`config.mk`:
```
export PLATFORM = sky130hd
export DESIGN_NAME = flash_status_gen
export DESIGN_NICKNAME = d
export VERILOG_FILES = /design/src/rtl/flash_status_pkg.sv /design/src/rtl/fsg_erase_set.sv /design/src/rtl/fsg_sequencer.sv /design/src/rtl/fsg_status_fmt.sv /design/src/rtl/flash_status_gen.sv
export SDC_FILE = /design/constraint.sdc
export NUM_CORES = 1
export LEC_CHECK = 0
export BUFFER_PORTS_ARGS = -buffer_cell sky130_fd_sc_hd__buf_4
export CAP_MARGIN = 10
export CORE_MARGIN = 3
export CORE_UTILIZATION = 34
export CTS_BUF_LIST = sky130_fd_sc_hd__clkbuf_8
export DETAILED_ROUTE_END_ITERATION = 6
export GPL_TIMING_DRIVEN = 0
export SETUP_SLACK_MARGIN = 0.15
export SLEW_MARGIN = 20
export SYNTH_ARGS = -nofsm -noshare
export SYNTH_HDL_FRONTEND = slang
export SYNTH_SLANG_ARGS = --single-unit
```
`constraint.sdc`:
```
create_clock -name clk -period 4.5 [get_ports clk]
set_input_delay 0.675 -clock clk [delete_from_list [all_inputs] [get_ports clk]]
set_output_delay 0.675 -clock clk [all_outputs]
set_load 0.005 [all_outputs]
```
`src/rtl/flash_status_pkg.sv`:
```
package flash_status_pkg;

  typedef enum logic [2:0] {
    M_IDLE  = 3'd0,
    M_PROG  = 3'd1,
    M_EWIN  = 3'd2,
    M_ERASE = 3'd3,
    M_SREAD = 3'd4,
    M_SPROG = 3'd5,
    M_FAIL  = 3'd6
  } mode_t;

  // Status byte layout: b7 data-poll, b6 toggle, b5 limit, b3 window, b2 sector toggle
  function automatic logic [7:0] pack_status(input logic b7, input logic b6,
                                             input logic b5, input logic b3,
                                             input logic b2);
    return {b7, b6, b5, 1'b0, b3, b2, 2'b00};
  endfunction

  // Total erase pulses for a selected sector count
  function automatic int unsigned erase_need(input int unsigned nsel,
                                             input int unsigned per_sect);
    return nsel * per_sect;
  endfunction

  // True when the tick arriving now brings the count to the goal
  function automatic logic tick_hits(input int unsigned cnt_now,
                                     input int unsigned goal);
    return (cnt_now + 1) == goal;
  endfunction

endpackage

```
`src/rtl/fsg_erase_set.sv`:
```
module fsg_erase_set
  import flash_status_pkg::*;
#(
  parameter int unsigned ADDR_W = 12,
  parameter int unsigned SECT_W = 3
) (
  input  logic                 clk,
  input  logic                 rst_n,
  input  logic                 add,
  input  logic                 clear,
  input  logic [ADDR_W-1:0]    cmd_addr,
  input  logic [ADDR_W-1:0]    rd_addr,
  output logic                 cmd_hit,
  output logic                 rd_hit,
  output logic [$clog2((1<<SECT_W)+1)-1:0] sel_cnt
);
  localparam int unsigned NSECT = 1 << SECT_W;
  localparam int unsigned CNT_W = $clog2(NSECT + 1);

  logic [NSECT-1:0]  mask_q;
  logic [SECT_W-1:0] cmd_sect;
  logic [SECT_W-1:0] rd_sect;
  logic [NSECT-1:0]  cmd_onehot;

  assign cmd_sect   = cmd_addr[ADDR_W-1 -: SECT_W];
  assign rd_sect    = rd_addr[ADDR_W-1 -: SECT_W];
  assign cmd_onehot = NSECT'(1) << cmd_sect;
  assign cmd_hit    = mask_q[cmd_sect];
  assign rd_hit     = mask_q[rd_sect];
  assign sel_cnt    = CNT_W'($countones(mask_q));

  for (genvar g = 0; g < NSECT; g++) begin : g_sect
    always_ff @(posedge clk or negedge rst_n) begin
      if (!rst_n)                                 mask_q[g] <= 1'b0;
      else if (clear)                             mask_q[g] <= 1'b0;
      else if (add && cmd_sect == SECT_W'(g))     mask_q[g] <= 1'b1;
    end
  end

  // an accepted erase command leaves its sector in the set
  assert_set_add_R6: assert property (@(posedge clk) disable iff (!rst_n)
    (add && !clear) |=> ((mask_q & $past(cmd_onehot)) != '0));

  // completion or reset empties the set
  assert_set_clear_R9: assert property (@(posedge clk) disable iff (!rst_n)
    clear |=> (sel_cnt == '0));

endmodule

```
`src/rtl/fsg_sequencer.sv`:
```
module fsg_sequencer
  import flash_status_pkg::*;
#(
  parameter int unsigned NSECT      = 8,
  parameter int unsigned ERASE_WIN  = 16,
  parameter int unsigned PGM_PULSES = 3,
  parameter int unsigned PGM_LIMIT  = 6,
  parameter int unsigned ERS_PULSES = 3,
  parameter int unsigned ERS_LIMIT  = 12
) (
  input  logic   clk,
  input  logic   rst_n,
  input  logic   cmd_prog,
  input  logic   cmd_erase,
  input  logic   cmd_susp,
  input  logic   cmd_resume,
  input  logic   cmd_reset,
  input  logic   cmd_hit,
  input  logic [$clog2(NSECT+1)-1:0] sel_cnt,
  input  logic   pulse_tick,
  input  logic   tgt_blank,
  input  logic   pgm_bit7,
  output mode_t  mode,
  output logic   pgm_d7,
  output logic   fail_erase,
  output logic   set_add,
  output logic   set_clear
);
  localparam int unsigned WIN_W = $clog2(ERASE_WIN + 1);
  localparam int unsigned PC_W  = $clog2(PGM_LIMIT + 1);
  localparam int unsigned EC_W  = $clog2(ERS_LIMIT + 1);

  mode_t           mode_q;
  logic [WIN_W-1:0] win_q;
  logic [PC_W-1:0]  pcnt_q;
  logic [EC_W-1:0]  ecnt_q;
  logic             blank_q;
  logic             d7_q;
  logic             ferase_q;

  // Named internal events
  logic        pgm_active;
  logic        prog_done;
  logic        prog_fail;
  logic        ers_done;
  logic        ers_fail;
  logic        win_expire;
  logic        start_erase;
  logic        start_sprog;
  logic        do_reset;
  int unsigned ers_goal;

  assign pgm_active  = (mode_q == M_PROG) || (mode_q == M_SPROG);
  assign prog_done   = pgm_active && pulse_tick && blank_q &&
                       tick_hits(32'(pcnt_q), PGM_PULSES);
  assign prog_fail   = pgm_active && pulse_tick && !blank_q &&
                       tick_hits(32'(pcnt_q), PGM_LIMIT);
  assign ers_goal    = erase_need(32'(sel_cnt), ERS_PULSES);
  assign ers_done    = (mode_q == M_ERASE) && pulse_tick &&
                       tick_hits(32'(ecnt_q), ers_goal);
  assign ers_fail    = (mode_q == M_ERASE) && pulse_tick && !ers_done &&
                       tick_hits(32'(ecnt_q), ERS_LIMIT);
  assign win_expire  = (mode_q == M_EWIN) && !cmd_erase &&
                       (win_q == WIN_W'(ERASE_WIN - 1));
  assign start_erase = ((mode_q == M_IDLE) || (mode_q == M_EWIN)) && cmd_erase;
  assign start_sprog = (mode_q == M_SREAD) && cmd_prog && !cmd_hit && !cmd_resume;
  assign do_reset    = (mode_q == M_FAIL) && cmd_reset;

  assign set_add     = start_erase;
  assign set_clear   = ers_done || do_reset;
  assign mode        = mode_q;
  assign pgm_d7      = d7_q;
  assign fail_erase  = ferase_q;

  always_ff @(posedge clk or negedge rst_n) begin
    if (!rst_n) begin
      mode_q   <= M_IDLE;
      win_q    <= '0;
      pcnt_q   <= '0;
      ecnt_q   <= '0;
      blank_q  <= 1'b0;
      d7_q     <= 1'b0;
      ferase_q <= 1'b0;
    end else begin
      case (mode_q)
        M_IDLE: begin
          if (start_erase) begin
            mode_q <= M_EWIN;
            win_q  <= '0;
          end else if (cmd_prog) begin
            mode_q  <= M_PROG;
            pcnt_q  <= '0;
            blank_q <= tgt_blank;
            d7_q    <= pgm_bit7;
          end
        end
        M_PROG: begin
          if (prog_done) begin
            mode_q <= M_IDLE;
          end else if (prog_fail) begin
            mode_q   <= M_FAIL;
            ferase_q <= 1'b0;
          end else if (pulse_tick) begin
            pcnt_q <= pcnt_q + PC_W'(1);
          end
        end
        M_EWIN: begin
          if (cmd_erase) begin
            win_q <= '0;
          end else if (win_expire) begin
            mode_q <= M_ERASE;
            ecnt_q <= '0;
          end else begin
            win_q <= win_q + WIN_W'(1);
          end
        end
        M_ERASE: begin
          if (ers_done) begin
            mode_q <= M_IDLE;
          end else if (ers_fail) begin
            mode_q   <= M_FAIL;
            ferase_q <= 1'b1;
          end else begin
            if (pulse_tick) ecnt_q <= ecnt_q + EC_W'(1);
            if (cmd_susp)   mode_q <= M_SREAD;
          end
        end
        M_SREAD: begin
          if (cmd_resume) begin
            mode_q <= M_ERASE;
          end else if (start_sprog) begin
            mode_q  <= M_SPROG;
            pcnt_q  <= '0;
            blank_q <= tgt_blank;
            d7_q    <= pgm_bit7;
          end
        end
        M_SPROG: begin
          if (prog_done) begin
            mode_q <= M_SREAD;
          end else if (prog_fail) begin
            mode_q   <= M_FAIL;
            ferase_q <= 1'b0;
          end else if (pulse_tick) begin
            pcnt_q <= pcnt_q + PC_W'(1);
          end
        end
        M_FAIL: begin
          if (do_reset) mode_q <= M_IDLE;
        end
        default: mode_q <= M_IDLE;
      endcase
    end
  end

  // failure holds until a reset command
  assert_fail_sticky_R4: assert property (@(posedge clk) disable iff (!rst_n)
    (mode_q == M_FAIL && !cmd_reset) |=> (mode_q == M_FAIL));

  assert_fail_exit_R4: assert property (@(posedge clk) disable iff (!rst_n)
    do_reset |=> (mode_q == M_IDLE));

  // a limit hit on a program leads to the failure state
  assert_prog_fail_R3: assert property (@(posedge clk) disable iff (!rst_n)
    prog_fail |=> (mode_q == M_FAIL && !ferase_q));

  // a further erase command inside the window restarts it
  assert_win_restart_R6: assert property (@(posedge clk) disable iff (!rst_n)
    (mode_q == M_EWIN && cmd_erase) |=> (mode_q == M_EWIN && win_q == '0));

  // erase cannot be left except by suspend, completion or failure
  assert_erase_locked_R7: assert property (@(posedge clk) disable iff (!rst_n)
    (mode_q == M_ERASE && !cmd_susp && !ers_done && !ers_fail) |=> (mode_q == M_ERASE));

  // resume re-enters erase with the pulse count untouched
  assert_resume_count_R12: assert property (@(posedge clk) disable iff (!rst_n)
    (mode_q == M_SREAD && cmd_resume) |=> (mode_q == M_ERASE && $stable(ecnt_q)));

endmodule

```
`src/rtl/fsg_status_fmt.sv`:
```
module fsg_status_fmt
  import flash_status_pkg::*;
(
  input  logic       clk,
  input  logic       rst_n,
  input  mode_t      mode,
  input  logic       rd_stb,
  input  logic       rd_hit,
  input  logic       pgm_d7,
  input  logic       fail_erase,
  input  logic [7:0] array_dout,
  output logic [7:0] stat_out,
  output logic       stat_vld
);
  logic       t6_q;
  logic       t2_q;
  logic [7:0] byte_c;
  logic       flip6;
  logic       flip2;

  always_comb begin
    byte_c = array_dout;
    flip6  = 1'b0;
    flip2  = 1'b0;
    case (mode)
      M_PROG: begin
        byte_c = pack_status(~pgm_d7, t6_q, 1'b0, 1'b0, 1'b1);
        flip6  = 1'b1;
      end
      M_EWIN: begin
        byte_c = pack_status(1'b0, t6_q, 1'b0, 1'b0, rd_hit ? t2_q : 1'b1);
        flip6  = 1'b1;
        flip2  = rd_hit;
      end
      M_ERASE: begin
        byte_c = pack_status(1'b0, t6_q, 1'b0, 1'b1, rd_hit ? t2_q : 1'b1);
        flip6  = 1'b1;
        flip2  = rd_hit;
      end
      M_SREAD: begin
        if (rd_hit) begin
          byte_c = pack_status(1'b1, t6_q, 1'b0, 1'b1, t2_q);
          flip2  = 1'b1;
        end
      end
      M_SPROG: begin
        byte_c = pack_status(~pgm_d7, t6_q, 1'b0, 1'b1, 1'b1);
        flip6  = 1'b1;
      end
      M_FAIL: begin
        byte_c = pack_status(fail_erase ? 1'b0 : ~pgm_d7, t6_q, 1'b1, 1'b0, 1'b0);
        flip6  = 1'b1;
      end
      default: byte_c = array_dout;
    endcase
  end

  always_ff @(posedge clk or negedge rst_n) begin
    if (!rst_n) begin
      t6_q     <= 1'b0;
      t2_q     <= 1'b0;
      stat_out <= '0;
      stat_vld <= 1'b0;
    end else begin
      stat_vld <= rd_stb;
      if (rd_stb) begin
        stat_out <= byte_c;
        if (flip6) t6_q <= ~t6_q;
        if (flip2) t2_q <= ~t2_q;
      end
    end
  end

  // every read strobe yields a result on the next cycle, and only then
  assert_vld_follows_R1: assert property (@(posedge clk) disable iff (!rst_n)
    rd_stb |=> stat_vld);
  assert_vld_quiet_R1: assert property (@(posedge clk) disable iff (!rst_n)
    !rd_stb |=> !stat_vld);

  // toggle state moves only with a read
  assert_tog_per_read_R13: assert property (@(posedge clk) disable iff (!rst_n)
    !rd_stb |=> ($stable(t6_q) && $stable(t2_q)));

  // a read in the failure state reports the limit bit
  assert_limit_bit_R3: assert property (@(posedge clk) disable iff (!rst_n)
    (rd_stb && mode == M_FAIL) |=> stat_out[5]);

  // suspended reads leave the bit-6 toggle still
  assert_sread_steady_R10: assert property (@(posedge clk) disable iff (!rst_n)
    (rd_stb && mode == M_SREAD) |=> $stable(t6_q));

endmodule

```
`src/rtl/flash_status_gen.sv`:
```
module flash_status_gen
  import flash_status_pkg::*;
#(
  parameter int unsigned ADDR_W     = 12,
  parameter int unsigned SECT_W     = 3,
  parameter int unsigned ERASE_WIN  = 16,
  parameter int unsigned PGM_PULSES = 3,
  parameter int unsigned PGM_LIMIT  = 6,
  parameter int unsigned ERS_PULSES = 3,
  parameter int unsigned ERS_LIMIT  = 12
) (
  input  logic              clk,
  input  logic              rst_n,
  input  logic              cmd_prog,
  input  logic              cmd_erase,
  input  logic              cmd_susp,
  input  logic              cmd_resume,
  input  logic              cmd_reset,
  input  logic [ADDR_W-1:0] cmd_addr,
  input  logic              pgm_bit7,
  input  logic              tgt_blank,
  input  logic              pulse_tick,
  input  logic              rd_stb,
  input  logic [ADDR_W-1:0] rd_addr,
  input  logic [7:0]        array_dout,
  output logic [7:0]        stat_out,
  output logic              stat_vld,
  output logic              busy
);
  localparam int unsigned NSECT = 1 << SECT_W;
  localparam int unsigned CNT_W = $clog2(NSECT + 1);

  mode_t            mode;
  logic             pgm_d7;
  logic             fail_erase;
  logic             set_add;
  logic             set_clear;
  logic             cmd_hit;
  logic             rd_hit;
  logic [CNT_W-1:0] sel_cnt;

  fsg_erase_set #(.ADDR_W(ADDR_W), .SECT_W(SECT_W)) u_set (
    .clk(clk), .rst_n(rst_n), .add(set_add), .clear(set_clear),
    .cmd_addr(cmd_addr), .rd_addr(rd_addr),
    .cmd_hit(cmd_hit), .rd_hit(rd_hit), .sel_cnt(sel_cnt)
  );

  fsg_sequencer #(
    .NSECT(NSECT), .ERASE_WIN(ERASE_WIN), .PGM_PULSES(PGM_PULSES),
    .PGM_LIMIT(PGM_LIMIT), .ERS_PULSES(ERS_PULSES), .ERS_LIMIT(ERS_LIMIT)
  ) u_seq (
    .clk(clk), .rst_n(rst_n),
    .cmd_prog(cmd_prog), .cmd_erase(cmd_erase), .cmd_susp(cmd_susp),
    .cmd_resume(cmd_resume), .cmd_reset(cmd_reset),
    .cmd_hit(cmd_hit), .sel_cnt(sel_cnt),
    .pulse_tick(pulse_tick), .tgt_blank(tgt_blank), .pgm_bit7(pgm_bit7),
    .mode(mode), .pgm_d7(pgm_d7), .fail_erase(fail_erase),
    .set_add(set_add), .set_clear(set_clear)
  );

  fsg_status_fmt u_fmt (
    .clk(clk), .rst_n(rst_n), .mode(mode), .rd_stb(rd_stb), .rd_hit(rd_hit),
    .pgm_d7(pgm_d7), .fail_erase(fail_erase), .array_dout(array_dout),
    .stat_out(stat_out), .stat_vld(stat_vld)
  );

  assign busy = (mode != M_IDLE) && (mode != M_SREAD);

  // the read-enabled suspend releases the busy flag
  assert_susp_free_R10: assert property (@(posedge clk) disable iff (!rst_n)
    (mode == M_ERASE && cmd_susp && !pulse_tick) |=> !busy);

endmodule

```
==> results_dict.tcl, run 1 <==
set metrics [dict create \
    crit_type "reg2reg" \
    cts_tree "yes" \
    core_mm2 0.007486 \
    antenna_cells 0 \
    dp_worst_setup_slack_ns 0.07054 \
    grt_max_degree 38 \
    place_inst 420 \
    max_cap_viol_count 0 \
    viasPerCell 5.293 \
    cts_inserted_buffers 5 \
    worst_pin_slew_ns 0.8688 \
    io_pins 53 \
    fin_cells 434 \
    syn_area_mm2 0.002709 \
    rsz0062_at_grt "yes" \
    holdWs_ns 0.3450 \
    grt_pass1_wl_mm 10.45 \
    synth.largest_area_cell "dfrtp_1" \
    status "finished clean" \
    grt_pass1_vias 2159 \
    crit_fanout 4 \
    synthCells 288 \
    setup_slack_ns 0.1924 \
    worstPathArrival_ns 4.48 \
    max_freq_mhz 232.1 \
    slowest_delay_ns 0.48 \
    cpMaxStageDelayCell "fa_1" \
    slew_headroom_pct 41.64 \
    critPathRequiredTime_ns 4.67 \
    fin_util_pct 44.07 \
    htreeDepth 2 \
    drt_iter0_drc 84 \
    nets 400 \
    ys_async_sr_fraction_pct 100.0 \
    dr.pass1.iters 5 \
    cts_hold_buf 0 \
    cp_common_cell "fa_1" \
    finalMaxSlewViolations 0 \
    clkTransAtPathRegs_ns 0.08 \
    syn_nets 354 \
    port_buffers 33 \
    hold_class "in2async" \
    ys.flop_type "dfrtp_1" \
    worst_skew_pair.late_latency_ns 0.29 \
    root_buffer "clkbuf_8" \
    die-area_mm2 0.009074 \
    fin_skew_ns 0.007863 \
    post-route-period-util_pct 95.72 \
    place.gp.congestion 0.8200 \
    overflow 0 \
    max-clock-path-buffers 2 \
    routedWlPerCell_um 14.74 \
    vias 2297 \
    initial_utilization_pct 36.19 \
    wl_mm 6.397 \
    synth_area_leaders "dfrtp_1 34%, ha_1 8.3%, nand2_1 3.9%" \
    finalSetupViolCount 0 \
    r2r_slack_ns 0.19 \
    drc 0 \
    drive_gt1_share_pct 24.78 \
    ant_nets 0 \
    layout_min_cycle_time_ns 4.308 \
    clock-sinks 37 \
    die_h_um 95.26 \
    synth_top_area_share_pct 34.18 \
    avgSynthCellArea_um2 9.406 \
    cp-end-kind "flip-flop" \
    ys_types 66 \
    fp-row-count 31 \
    crit_chain "ha_1 > inv_2 > fa_2 > fa_1 > inv_1 > ha_2 > inv_2 > fa_1 > buf_6 > fa_1 > xnor2_2 > xnor2_1 > nand3_2 > buf_6 > o21bai_4 > nor2_4 > a221o_1" \
    dp_hpwl_mm 4.724 \
    area_growth_pct 21.80 \
    die_x_um 95.26 \
    yosys_warnings 0 \
    start_kind "flip-flop" \
    synth-seq-cells 37 \
    hold_viol_final 0 \
    grt_use_total_pct 14.61 \
    antenna_found_initial 0 \
    synth_edf_count 0 \
    ys_seq_area_share_pct 34.18 \
]
==> sequential cells by signal (all words and copies together) (netlist names) <==
signal            flops
u_seq.win_q           5
u_seq.mode            3
u_fmt.t2_q            1
u_fmt.stat_out        8
u_seq.fail_erase      1
u_fmt.t6_q            1
u_seq.ecnt_q          4
u_seq.pgm_d7          1
u_seq.blank_q         1
u_seq.pcnt_q          3
u_fmt.stat_vld        1
u_set.mask_q          8
==> layer usage <==
metal	GRT usage (%)	up-vias	share of wire, %
met4	2.885	0	0.63
li1	-	1129	-
met5	0	-	0
met3	2.526	7	4.0
met1	21.27	1120	50
met2	22.80	41	46
==> critical path, delay by kind of cell (launching register included) <==
kind	cells	cell delay [ns]
AO/OA/AOI/OAI	2	0.47
XOR/XNOR	2	0.35
adder cells (fa/ha/maj)	6	2.27
buffers and inverters	5	0.44
flip-flops	1	0.41
AND/OR/NAND/NOR	2	0.23
==> cell usage in the layout, fill, tap and decap left out, drive strengths merged, types with 5 or more instances in the layout <==
cell type / Yosys / routed
dfrtp: 37 / 37
ha: 18 / 18
a31oi: 7 / 7
mux2i: 8 / 8
a21oi: 16 / 16
buf: 6 / 45
inv: 27 / 28
fa: 5 / 5
nor2: 21 / 21
xnor2: 7 / 7
nor3: 13 / 13
o21ai: 14 / 14
nand2: 28 / 28
nand3: 8 / 8
nand2b: 5 / 5
clkbuf: 4 / 9
==> path summary, 6_finish.rpt <==
path / to / start / depth (start not counted)
setup / recovery: u_seq.ecnt_q[3] / u_set.mask_q[3] / 17
hold / removal: u_seq.ecnt_q[3] / rst_n / 1
setup reg to reg: u_seq.ecnt_q[3] / u_set.mask_q[3] / 17
hold reg to reg: u_fmt.stat_out[1] / u_fmt.stat_out[1] / 1
max in group asynchronous: u_seq.win_q[2] / rst_n / 1
min in group clk: u_fmt.stat_out[1] / u_fmt.stat_out[1] / 1
==> metrics by stage <==
stage	cell area, um2	setup TNS (ns)
2_1_floorplan	2709	0
3_3_place_gp	3080	0
3_5_place_dp	3080	0
4_1_cts	3184	0
5_1_grt	3299	-0.0009082
6_report	3299	0
==> layout make-up <==
| class | count | area (um2) |
|---|---|---|
| clock buffer | 5 | 68.82 |
| tap | 99 | 123.9 |
| multi-input combinational | 214 | 1714 |
| clock inverter | 3 | 13.76 |
| timing repair buffer | 39 | 300.3 |
| sequential | 37 | 925.9 |
| inverter | 27 | 101.3 |
| buffer | 10 | 51.30 |
| fill | 744 | 4187 |
==> synthesized netlist by cell type (2+ instances only) <==
cell type	number
a21oi_1	16
a221o_1	2
a22o_1	2
a31oi_1	7
a32o_1	2
and2b_1	2
and3_1	3
buf_1	2
buf_2	2
clkbuf_1	4
dfrtp_1	37
fa_1	5
ha_1	18
inv_1	25
inv_2	2
mux2_2	4
mux2i_1	7
mux4_2	3
nand2_1	28
nand2b_1	5
nand3_1	6
nand3_2	2
nor2_1	20
nor2b_1	3
nor3_1	12
nor3b_1	2
nor4_1	2
o21a_1	2
o21ai_0	12
o221ai_1	2
o22ai_1	2
o2bb2ai_1	4
o31ai_1	3
xnor2_1	5
xnor2_2	2
xor2_1	3
==> cell families after synthesis <==
family                     after synthesis  synth area share [%]
muxes                                   15                 7.251
DFF                                     37                 34.18
buffers and inverters                   37                 5.635
xor gates and xnor gates                11                 4.619
and+or+nand+nor                         93                 17.14
adders and majority gates               23                 12.01
AOI/OAI and AO/OA                       72                 19.17
==> what timing repair did <==
item	4_1_cts	5_1_grt
setup buffers	1	5
setup endpoints to repair	10	14
pin swaps	2	15
gates resized for setup	3	16
Power of run 1 is left out: the tool's default activity adds up to more than one toggle a clock period on the data nets, which glitch-free logic cannot reach.
==> run 2, diff against run 1 <==
--- a/config.mk
+++ b/config.mk
@@ -12,6 +12,7 @@
 export CTS_BUF_LIST = sky130_fd_sc_hd__clkbuf_8
 export DETAILED_ROUTE_END_ITERATION = 6
 export GPL_TIMING_DRIVEN = 0
+export RECOVER_POWER = 25
 export SETUP_SLACK_MARGIN = 0.15
 export SLEW_MARGIN = 20
 export SYNTH_ARGS = -nofsm -noshare
==> results_dict.tcl, run 2 (synthesized netlist as in run 1, its figures left out) <==
set metrics [dict create \
    worst_pin_slew_ns 2.073 \
    final_common_cell "dfrtp_1" \
    max_cap_viol_count 1 \
    fin_cells 434 \
    holdWs_ns 0.4912 \
    wl_mm 6.392 \
    post-route-period-util_pct 95.72 \
    crit_chain "ha_1 > inv_2 > fa_2 > fa_1 > inv_1 > ha_2 > inv_2 > fa_1 > buf_6 > fa_1 > xnor2_2 > xnor2_1 > nand3_2 > buf_6 > o21bai_4 > nor2_4 > a221o_1" \
    routedWlPerCell_um 14.73 \
    io_pins 53 \
    cts_tree "yes" \
    max_freq_mhz 232.1 \
    reg_top3 "u_fmt.stat_out x8, u_set.mask_q x8, u_seq.win_q x5" \
    drc 0 \
    fin_skew_ns 0.007863 \
    vias 2297 \
    drive_gt1_share_pct 24.18 \
    htreeDepth 2 \
    grt_pass1_vias 2159 \
    die_x_um 95.26 \
    initial_utilization_pct 36.19 \
    place.gp.congestion 0.8200 \
    slowest_delay_ns 0.48 \
    worstReg2RegEnd "u_seq.ecnt_q[3]" \
    grt_use_total_pct 14.61 \
    nets 400 \
    finalMaxSlewViolations 38 \
    r2r_start "u_set.mask_q[3]" \
    endpoint "u_seq.ecnt_q[3]" \
    area_growth_pct 21.52 \
    core_mm2 0.007486 \
    port_buffers 33 \
    grt_pass1_wl_mm 10.45 \
    viasPerCell 5.293 \
    start_kind "flip-flop" \
    final_area_mm2 0.003292 \
    crit_start "u_set.mask_q[3]" \
    reg2regPathDepth 17 \
    dp_hpwl_mm 4.724 \
    root_buffer "clkbuf_8" \
    worst_skew_pair.late_latency_ns 0.29 \
    antenna_cells 0 \
    clkTransAtPathRegs_ns 0.08 \
    place_inst 420 \
    nFillCells 745 \
    cts_hold_buf 0 \
    max-clock-path-buffers 2 \
    hold_class "reg2reg" \
    crit_type "reg2reg" \
    r2r_slack_ns 0.19 \
    clock-sinks 37 \
    grt_max_degree 38 \
    rsz0062_at_grt "yes" \
    layout_common_cells "37 x dfrtp_1, 36 x buf_4, 28 x nand2_1, 23 x inv_1, 19 x nor2_1" \
    die_h_um 95.26 \
    die-area_mm2 0.009074 \
    worstPathArrival_ns 4.48 \
    hp-start "u_fmt.stat_out[1]" \
    drt_iter0_drc 84 \
    layout_min_cycle_time_ns 4.308 \
    critPathRequiredTime_ns 4.67 \
    cpMaxStageDelayCell "fa_1" \
    overflow 0 \
    crit_fanout 4 \
    cts_inserted_buffers 5 \
    cp_common_cell "fa_1" \
    ant_nets 0 \
    dr.pass1.iters 5 \
    cp-end-kind "flip-flop" \
    hold_viol_final 0 \
    slew_headroom_pct -38.20 \
    status "finished, violations left" \
    violations "max-capacitance violations, max-slew violations" \
    finalSetupViolCount 0 \
    antenna_found_initial 0 \
    postPlaceCellArea_mm2 0.003080 \
    fp-row-count 31 \
]
## run 2: layout make-up
class | instances | area (um2) | share of cell area [%]
buffer | 10 | 51.30 | 1.558
inverter | 27 | 101.3 | 3.079
sequential | 37 | 925.9 | 28.13
tap | 99 | 123.9 | 3.763
clock buffer | 5 | 68.82 | 2.090
clock inverter | 3 | 13.76 | 0.4181
timing repair buffer | 39 | 292.8 | 8.894
multi-input combinational | 214 | 1714 | 52.07
## run 2: how the worst min path moves through the flow
stage	end	slack [ns]	depth (start not counted)
2_1_floorplan	u_fmt.stat_out[0]	0.38	0
3_5_place_dp	u_fmt.stat_out[1]	0.48	1
5_1_grt	u_fmt.stat_out[0]	0.52	1
3_3_place_gp	u_seq.win_q[3]	0.47	1
6_report	u_fmt.stat_out[1]	0.49	1
4_1_cts	u_set.mask_q[1]	0.37	1
## run 2: what timing repair did
item                                    in CTS  in global routing
endpoints found under the setup margin      10                 14
pin swaps                                    2                 15
setup buffers                                1                  5
gates resized for setup                      3                 16
## run 2: routing by layer
layer,up-vias,share of wire [%],routed length (um),track usage (%)
met2,41,46,2922,22.80
met5,-,0,0,0
met4,0,0.63,40,2.885
met3,7,3.9,252,2.526
li1,1129,-,-,-
met1,1120,50,3177,21.27
## run 2: worst max-delay path: cells and delay by family, from the launching register on
kind / cells / cell delay, ns
buffers and inverters: 5 / 0.44
and+or+nand+nor: 2 / 0.23
xor gates and xnor gates: 2 / 0.35
DFF: 1 / 0.41
AOI/OAI and AO/OA: 2 / 0.47
adders and majority gates: 6 / 2.27
## run 2: stage by stage
step                util, %    TNS (ns)  setup slack (ns)
finish                43.97           0            0.1924
global route          43.97  -0.0009082        -0.0009082
CTS                   42.54           0            0.1548
detailed placement    41.15           0           0.07054
global placement      41.15           0            0.1470
floorplan                 -           0            0.3855
Power of run 2 is left out for the same reason.
==> run 3, diff against run 2 <==
--- a/config.mk
+++ b/config.mk
@@ -7,7 +7,7 @@
 export LEC_CHECK = 0
 export BUFFER_PORTS_ARGS = -buffer_cell sky130_fd_sc_hd__buf_4
 export CAP_MARGIN = 10
-export CORE_MARGIN = 3
+export CORE_MARGIN = 5
 export CORE_UTILIZATION = 34
 export CTS_BUF_LIST = sky130_fd_sc_hd__clkbuf_8
 export DETAILED_ROUTE_END_ITERATION = 6
==> results_dict.tcl, run 3 (synthesized netlist as in run 1, its figures left out) <==
set metrics [dict create \
    ant_nets 0 \
    max_freq_mhz 235.1 \
    cp-end-kind "flip-flop" \
    die-area_mm2 0.009853 \
    initial_utilization_pct 35.06 \
    antenna_cells 0 \
    nFillCells 760 \
    grt_pass1_vias 2210 \
    nets 401 \
    place.gp.congestion 0.8270 \
    crit_type "reg2reg" \
    drt_iter0_drc 103 \
    hold_class "reg2reg" \
    root_buffer "clkbuf_8" \
    slew_headroom_pct -31.99 \
    die_x_um 99.26 \
    fin_setup_tns_ns 0 \
    clkTransAtPathRegs_ns 0.07 \
    die_h_um 99.26 \
    fin_skew_ns 0.007683 \
    rsz0062_at_grt "yes" \
    antenna_found_initial 0 \
    htreeDepth 2 \
    status "finished, violations left" \
    reg_top3 "u_fmt.stat_out x8, u_set.mask_q x8, u_seq.win_q x5" \
    post-route-period-util_pct 94.52 \
    core_mm2 0.007727 \
    drc 0 \
    max_cap_viol_count 1 \
    cts_tree "yes" \
    vias 2264 \
    worst_pin_slew_ns 1.980 \
    hold_viol_final 0 \
    grt_use_total_pct 12.93 \
    finalSetupViolCount 0 \
    cts_inserted_buffers 5 \
    routedWlPerCell_um 14.29 \
    area_growth_pct 21.94 \
    grt_pass1_wl_mm 10.53 \
    fp-row-count 32 \
    layout_common_cells "39 x buf_4, 35 x dfrtp_1, 28 x nand2_1, 24 x inv_1, 19 x nor2_1" \
    viasPerCell 5.169 \
    overflow 0 \
    dr.pass1.iters 5 \
    r2r_slack_ns 0.25 \
    port_buffers 33 \
    wl_mm 6.257 \
    max-clock-path-buffers 2 \
    final_common_cell "buf_4" \
    violations "max-capacitance violations, max-slew violations" \
    grt_max_degree 38 \
    io_pins 53 \
    drive_gt1_share_pct 24.40 \
    worst_skew_pair.late_latency_ns 0.29 \
    layout_min_cycle_time_ns 4.253 \
    start_kind "flip-flop" \
    finalMaxSlewViolations 38 \
    crit_fanout 3 \
    dp_hpwl_mm 4.765 \
    worstPathArrival_ns 4.43 \
    critPathRequiredTime_ns 4.67 \
    clock-sinks 37 \
]
==> run 3: worst paths after layout <==
| check | start | end | cells past startpoint |
|---|---|---|---|
| min in group asynchronous | rst_n | u_seq.ecnt_q[3] | 1 |
| min | u_seq.win_q[3] | u_seq.win_q[3] | 1 |
| max in group asynchronous | rst_n | u_set.mask_q[3] | 1 |
| max | u_set.mask_q[7] | u_seq.mode[1] | 16 |
| max reg2reg | u_set.mask_q[7] | u_seq.mode[1] | 16 |
| min reg2reg | u_seq.win_q[3] | u_seq.win_q[3] | 1 |
==> run 3: layout make-up <==
type | instances | area [um2] | area share [%]
inverter | 27 | 101.3 | 3.068
tap | 102 | 127.6 | 3.864
clock buffer | 6 | 82.58 | 2.500
timing repair buffer | 40 | 292.8 | 8.864
multi-input combinational | 214 | 1685 | 51.02
buffer | 10 | 51.30 | 1.553
sequential | 37 | 928.4 | 28.11
clock inverter | 2 | 33.78 | 1.023
==> run 3: per-layer routing <==
layer | wire length [um] | vias up | global-route usage, %
li1 | - | 1124 | -
met1 | 2875 | 1085 | 17.07
met4 | 57 | 0 | 3.676
met2 | 3047 | 49 | 21.23
met5 | 0 | - | 0
met3 | 278 | 6 | 2.945
==> run 3: through the flow <==
stage | worst slack (ns) | hold WS [ns] | instance area, um2 | utilization [%] | instances
floorplan | 0.3855 | 0.3794 | 2709 | - | 288
CTS | 0.1522 | 0.3571 | 3218 | 41.65 | 432
detailed placement | 0.1126 | 0.4786 | 3084 | 39.91 | 423
global route | 0.06682 | 0.5129 | 3303 | 42.75 | 438
global placement | 0.1345 | 0.4702 | 3084 | 39.91 | 423
finish | 0.2467 | 0.4902 | 3303 | 42.75 | 438
==> run 3: timing repair <==
action / in CTS / in global routing
gates resized for setup: 4 / 11
pin swaps: 7 / 10
endpoints found under the hold margin: 0 / 0
endpoints found under the setup margin: 9 / 11
setup buffers: 1 / 6
hold buffers: 0 / 0
==> run 3: critical path: stages, from the launching register on <==
cell	delay, ns
dfrtp_1	0.41
ha_1	0.30
inv_2	0.04
fa_2	0.39
fa_1	0.45
inv_1	0.07
ha_1	0.14
inv_1	0.05
fa_2	0.57
inv_2	0.07
ha_4	0.27
xnor3_1	0.40
xor2_1	0.17
nand3_2	0.17
o31ai_4	0.22
o221ai_1	0.15
mux2_4	0.28
Power of run 3 is left out for the same reason.
